<file path="config.mk">
export PLATFORM = sky130hd
export DESIGN_NAME = dadr_gen
export DESIGN_NICKNAME = d
export VERILOG_FILES = /design/src/rtl/dadr_pkg.sv /design/src/rtl/dadr_dir_path.sv /design/src/rtl/dadr_ind_path.sv /design/src/rtl/dadr_ctl.sv /design/src/rtl/dadr_gen.sv
export SDC_FILE = /design/constraint.sdc
export NUM_CORES = 1
export LEC_CHECK = 0
export BUFFER_PORTS_ARGS = -buffer_cell sky130_fd_sc_hd__buf_2
export CAP_MARGIN = 10
export CORE_AREA = 2 2 39 41
export DETAILED_ROUTE_END_ITERATION = 12
export DIE_AREA = 0 0 41 43
export SYNTH_ARGS = -nofsm -noshare
export SYNTH_HDL_FRONTEND = slang
export SYNTH_HIERARCHICAL = 1
export SYNTH_SLANG_ARGS = --single-unit
</file>
<file path="constraint.sdc">
create_clock -name vclk -period 2.9
set_input_delay 0.87 -clock vclk [all_inputs]
set_output_delay 0.87 -clock vclk [all_outputs]
set_load 0.05 [all_outputs]
</file>
<file path="src/rtl/dadr_pkg.sv">
package dadr_pkg;
  typedef enum logic {ACC_DIRECT = 1'b0, ACC_INDIRECT = 1'b1} acc_mode_e;
endpackage

</file>
<file path="src/rtl/dadr_dir_path.sv">
module dadr_dir_path #(
  parameter int FILE_W   = 7,
  parameter int BANK_W   = 2,
  parameter bit KEEP_RSV = 1'b1,
  localparam int ADDR_W  = FILE_W + BANK_W
) (
  input  logic [FILE_W-1:0] file_i,
  input  logic [BANK_W-1:0] bank_i,
  output logic [ADDR_W-1:0] addr_o
);
  logic [BANK_W-1:0] bank_eff;

  generate
    if (KEEP_RSV) begin : g_mask
      localparam logic [BANK_W-1:0] LiveMask = BANK_W'(1);
      assign bank_eff = bank_i & LiveMask;
    end else begin : g_full
      assign bank_eff = bank_i;
    end
  endgenerate

  assign addr_o = {bank_eff, file_i};
endmodule

</file>
<file path="src/rtl/dadr_ind_path.sv">
module dadr_ind_path #(
  parameter int FILE_W    = 7,
  parameter int PTR_W     = 8,
  parameter bit KEEP_RSV  = 1'b1,
  parameter int VREG_ADDR = 0,
  localparam int ADDR_W   = PTR_W + 1
) (
  input  logic [PTR_W-1:0]  ptr_i,
  input  logic              ibank_i,
  output logic [ADDR_W-1:0] addr_o,
  output logic              self_ref_o
);
  logic ibank_eff;

  generate
    if (KEEP_RSV) begin : g_mask
      assign ibank_eff = 1'b0;
    end else begin : g_full
      assign ibank_eff = ibank_i;
    end
  endgenerate

  assign addr_o     = {ibank_eff, ptr_i};
  // pointer hits the virtual register in any bank
  assign self_ref_o = (ptr_i[FILE_W-1:0] == FILE_W'(VREG_ADDR));
endmodule

</file>
<file path="src/rtl/dadr_ctl.sv">
module dadr_ctl
  import dadr_pkg::*;
#(
  parameter int FILE_W    = 7,
  parameter int ADDR_W    = 9,
  parameter int VREG_ADDR = 0
) (
  input  logic [FILE_W-1:0] file_i,
  input  logic [ADDR_W-1:0] dir_addr_i,
  input  logic [ADDR_W-1:0] ind_addr_i,
  input  logic              self_ref_i,
  input  logic              rd_req_i,
  input  logic              wr_req_i,
  output logic [ADDR_W-1:0] addr_o,
  output logic              rd_zero_o,
  output logic              wr_suppress_o
);
  acc_mode_e mode;
  logic      ind_loop;

  always_comb begin
    mode = (file_i == FILE_W'(VREG_ADDR)) ? ACC_INDIRECT : ACC_DIRECT;
    ind_loop = (mode == ACC_INDIRECT) && self_ref_i;
    addr_o = (mode == ACC_INDIRECT) ? ind_addr_i : dir_addr_i;
    rd_zero_o = rd_req_i && ind_loop;
    wr_suppress_o = wr_req_i && ind_loop;
  end
endmodule

</file>
<file path="src/rtl/dadr_gen.sv">
module dadr_gen #(
  parameter int FILE_W    = 7,
  parameter int BANK_W    = 2,
  parameter bit KEEP_RSV  = 1'b1,
  parameter int VREG_ADDR = 0,
  localparam int ADDR_W   = FILE_W + BANK_W,
  localparam int PTR_W    = ADDR_W - 1
) (
  input  logic [FILE_W-1:0] file_i,
  input  logic [BANK_W-1:0] bank_sel_i,
  input  logic              ind_bank_i,
  input  logic [PTR_W-1:0]  ptr_i,
  input  logic              rd_req_i,
  input  logic              wr_req_i,
  output logic [ADDR_W-1:0] addr_o,
  output logic              rd_zero_o,
  output logic              wr_suppress_o
);
  logic [ADDR_W-1:0] dir_addr;
  logic [ADDR_W-1:0] ind_addr;
  logic              self_ref;

  dadr_dir_path #(.FILE_W(FILE_W), .BANK_W(BANK_W), .KEEP_RSV(KEEP_RSV)) u_dir (
    .file_i(file_i), .bank_i(bank_sel_i), .addr_o(dir_addr)
  );

  dadr_ind_path #(.FILE_W(FILE_W), .PTR_W(PTR_W), .KEEP_RSV(KEEP_RSV),
                  .VREG_ADDR(VREG_ADDR)) u_ind (
    .ptr_i(ptr_i), .ibank_i(ind_bank_i), .addr_o(ind_addr), .self_ref_o(self_ref)
  );

  dadr_ctl #(.FILE_W(FILE_W), .ADDR_W(ADDR_W), .VREG_ADDR(VREG_ADDR)) u_ctl (
    .file_i(file_i), .dir_addr_i(dir_addr), .ind_addr_i(ind_addr),
    .self_ref_i(self_ref), .rd_req_i(rd_req_i), .wr_req_i(wr_req_i),
    .addr_o(addr_o), .rd_zero_o(rd_zero_o), .wr_suppress_o(wr_suppress_o)
  );
endmodule

</file>
== Yosys cells after proc, flatten, opt, wreduce, memory -nomap -nowiden ==
Cells that the tools add are included.

* Register bits after elaboration: 0
* Bits of input ports: 20
* Output and inout port bits: 11
* Word-level logic and storage cells: 7

* Multiplexer cells: 2
* Reductions and logical operators: 5

{| class="wikitable"
|+ Operators with widths
! operator !! number
|-
| 7-bit logical NOT || 2
|-
| 8-bit 2-to-1 mux || 1
|-
| 1-bit logical AND || 3
|-
| 1-bit 2-to-1 mux || 1
|}

== Logic depth before layout (Yosys ltp) ==
* Depth after elaboration: 4
* Depth in mapped cells: 4
* Depth with buffers taken out: 3

== By module ==
Netlist, hierarchy kept.

{| class="wikitable"
|+ Modules (own cells, without submodules)
! module !! instances !! cells an instance !! area each (um2) !! sequential area each (um2)
|-
| dadr_ctl || 1 || 14 || 190.2 || 0.0
|-
| dadr_ind_path || 1 || 12 || 91.3 || 0.0
|-
| dadr_dir_path || 1 || 10 || 71.3 || 0.0
|}

== Worst setup path before layout ==
OpenSTA, ideal clock, no wires.

* Path kind: input port to output port
* Start: input file_i[4]
* End: output addr_o[0]
* Arrival time: 2154 ps
* Path slack: -124 ps
* Cell stages on the path: 4
* Path through: or4_4 nor4_4 buf_6 mux2_4

* Cells in the longest elaborated chain, start to end: 3

{| class="wikitable"
|+ Ends and longest elaborated chain
! item !! line !! text
|-
| start: declaration || dadr_gen.sv:9 || <nowiki>input logic [FILE_W-1:0] file_i,</nowiki>
|-
| 7-bit logical NOT || dadr_ctl.sv:22 || <nowiki>mode = (file_i == FILE_W'(VREG_ADDR)) ? ACC_INDIRECT : ACC_DIRECT;</nowiki>
|-
| 1-bit 2-to-1 mux || dadr_ctl.sv:22 ||
|-
| 8-bit 2-to-1 mux || dadr_ctl.sv:24 || <nowiki>addr_o = (mode == ACC_INDIRECT) ? ind_addr_i : dir_addr_i;</nowiki>
|-
| end: declaration || dadr_gen.sv:15 || <nowiki>output logic [ADDR_W-1:0] addr_o,</nowiki>
|}

Every way passes these cells.

== Worst setup path after layout ==
* Start: input file_i[4]
* End: output addr_o[6]

The elaborated chain is that of the path after synthesis.

==> reports/metrics.csv <==
stage,metric,value,unit
outcome,status,"finished, violations left",
outcome,failing checks,setup timing,
timing,final worst-path cycle share,111.1,%
routing,vias per cell,4.136,
clocking,cts hold-fix bufs,0,
floorplanning,die width,41,µm
critical_path,maximum fanout along the worst path,4,
timing,Final Max Tran Viols,0,
critical_path,CP startpoint kind,input pin,
global_routing,via count of the first global-routing pass,261,
job,Max-Cap Viols,0,
cells_and_area,sequential cell area,0,µm²
power_and_ir_drop,cell area power density,141.3,nW/µm²
power_and_ir_drop,post-layout power,69.99,µW
critical_path,CP Class,in -> out,
routing,total number of vias,273,
critical_path,slowest cell on the critical path,or4_4,
power_and_ir_drop,Reg power frac,0,%
synth,syn avg cell area,9.801,µm²
power_and_ir_drop,Internal Power,31.65,µW
critical_path,Crit path largest cell delay,540,ps
power_and_ir_drop,Comb power frac,100.0,%
critical_path,Critical Path RT,2030,ps
power_and_ir_drop,Max VDD drop,0.00003665,V
place,Inst Count DP,64,
timing,worst setup margin,-322.8,ps
cells_and_area,layout cell share with drive strength beyond 1,94.00,%
timing,RSZ-0062 raised after global routing,true,
global_routing,Total GRT Usage,7.393,%
synth,Netlist cell types,10,
cells_and_area,layout sequential cell count,0,
timing,final setup fails,10,
cells_and_area,fin nets,72,
floorplanning,die area,1763,µm²
timing,setup_tns,-2961,ps
critical_path,WP data arrival,2350,ps
cells_and_area,ant diodes,0,
worst_hold_path,worst hold path class,in -> out,
timing,fmax,0.3103,GHz
place,Placed Area,389.1,µm²
cells_and_area,area delta synth->final,40.43,%
floorplanning,core area,1384,µm²
global_routing,initial antenna violation count,0,
synth,sequential area share after synthesis,0,%
power_and_ir_drop,Leakage Power,0.2439,nW
floorplanning,FP Rows,14,
cells_and_area,Non-Filler Instances,66,
global_routing,largest net degree at the start of global routing,5,
routing,initial DRC count,1,
synth,Synth Cell Area,352.8,µm²
timing,fin crit period,3223,ps
floorplanning,Boundary Pins,31,
routing,# DRC,0,
routing,final antenna-violating net count,0,
cells_and_area,most frequent cells in the layout,"buf_2, buf_6, mux2_4, buf_4, buf_8",
synth,Yosys top cell area share,38.30,%
cells_and_area,"commonest non-fill, non-tap cell in the layout",buf_2,
synth,synth top area cells,"buf_4, mux2_4, nor4_4, and3_2, nor4_2",
power_and_ir_drop,Net Sw Frac,54.78,%
place,Port Buffers,28,
routing,post-DR wirelength/cell,9.636,µm
floorplanning,Starting Density,25.50,%
routing,drt pass-1 iters,2,
cells_and_area,Clock Buffer Count,0,
synth,post-synthesis cell count,36,
routing,WL final,636,µm
floorplanning,Vert. Die Dim,43,µm
cells_and_area,final instance area,495.5,µm²
synth,Syn Nets,56,
critical_path,crit end category,output pin,
power_and_ir_drop,Clock power frac,0,%
critical_path,crit path cell chain,"buf_6, or4_4, nor4_4, buf_4, mux2_4, buf_8",
synth,Synth area leader,buf_4,
global_routing,GR Overflow Total,0,
power_and_ir_drop,NetSw,38.34,µW
place,Final GP Congestion,0.7031,
timing,final hold vios,0,
global_routing,first-pass GRT wire length,966,µm
synth,"Warnings, synthesis",6,
[cells in the mapped netlist (all sizes together)]
| library cell | instances |
|---|---|
| or4 | 2 |
| mux2 | 9 |
| buf | 19 |
| conb | 2 |
| nor4 | 2 |
| and3 | 2 |
[path summary, 6_finish.rpt]
kind	cells past startpoint	start	to	slack (ps)
setup / recovery	6	file_i[4]	addr_o[6]	-320
hold / removal	3	file_i[4]	addr_o[4]	2090
[routing by layer]
metal	vias up	share of wire, %	wire (µm)	track usage [%]
li1	134	-	-	-
met1	126	33	212	7.911
met2	13	57	364	15.31
met3	0	9.3	59	0
met4	0	0	0	0
met5	-	0	0	0
[cells by family (layout without fill, tap and decap cells)]
kind of cell | Yosys count | after routing | share of synthesized area (%)
buf+inv | 19 | 33 | 41.49
mux | 9 | 9 | 37.24
other cells | 2 | 2 | 2.128
simple gates | 6 | 6 | 19.15
[per-stage QoR]
step / util (%) / setup slack [ps] / hold slack [ps]
final: 35.80 / -322.8 / 2088
after CTS: 34.99 / -328.9 / 2090
after floorplan: - / -124.0 / 2021
after global placement: 28.12 / -381.7 / 2182
after detailed placement: 28.12 / -384.5 / 2186
after global routing: 35.80 / -384.1 / 2099
[area by class of cell]
| class | count | area [µm²] |
|---|---|---|
| multi-input combinational | 17 | 214.0 |
| timing repair buffer | 33 | 261.5 |
| tap | 16 | 20.02 |
| fill | 155 | 888.4 |
[what timing repair did]
| action | 4_1_cts | 5_1_grt |
|---|---|---|
| setup endpoints to repair | 10 | 10 |
| gates resized for setup | 26 | 1 |
| pin swaps | 2 | 0 |
| setup buffers | 1 | 1 |
[worst max-delay path: cells and delay by family]
family,cells,cell delay [ps]
buf+inv,3,440
simple gates,2,730
mux,1,310
[power by group through the flow]
| stage | clock, mW | combinational (mW) | sequential (mW) |
|---|---|---|---|
| CTS | 0 | 0.0706 | 0 |
| finish | 0 | 0.0700 | 0 |
| global route | 0 | 0.0738 | 0 |
| global placement | 0 | 0.0590 | 0 |
| floorplan | 0 | 0.0558 | 0 |
| detailed placement | 0 | 0.0598 | 0 |
No activity file was read; power rests on OpenSTA's default activity.
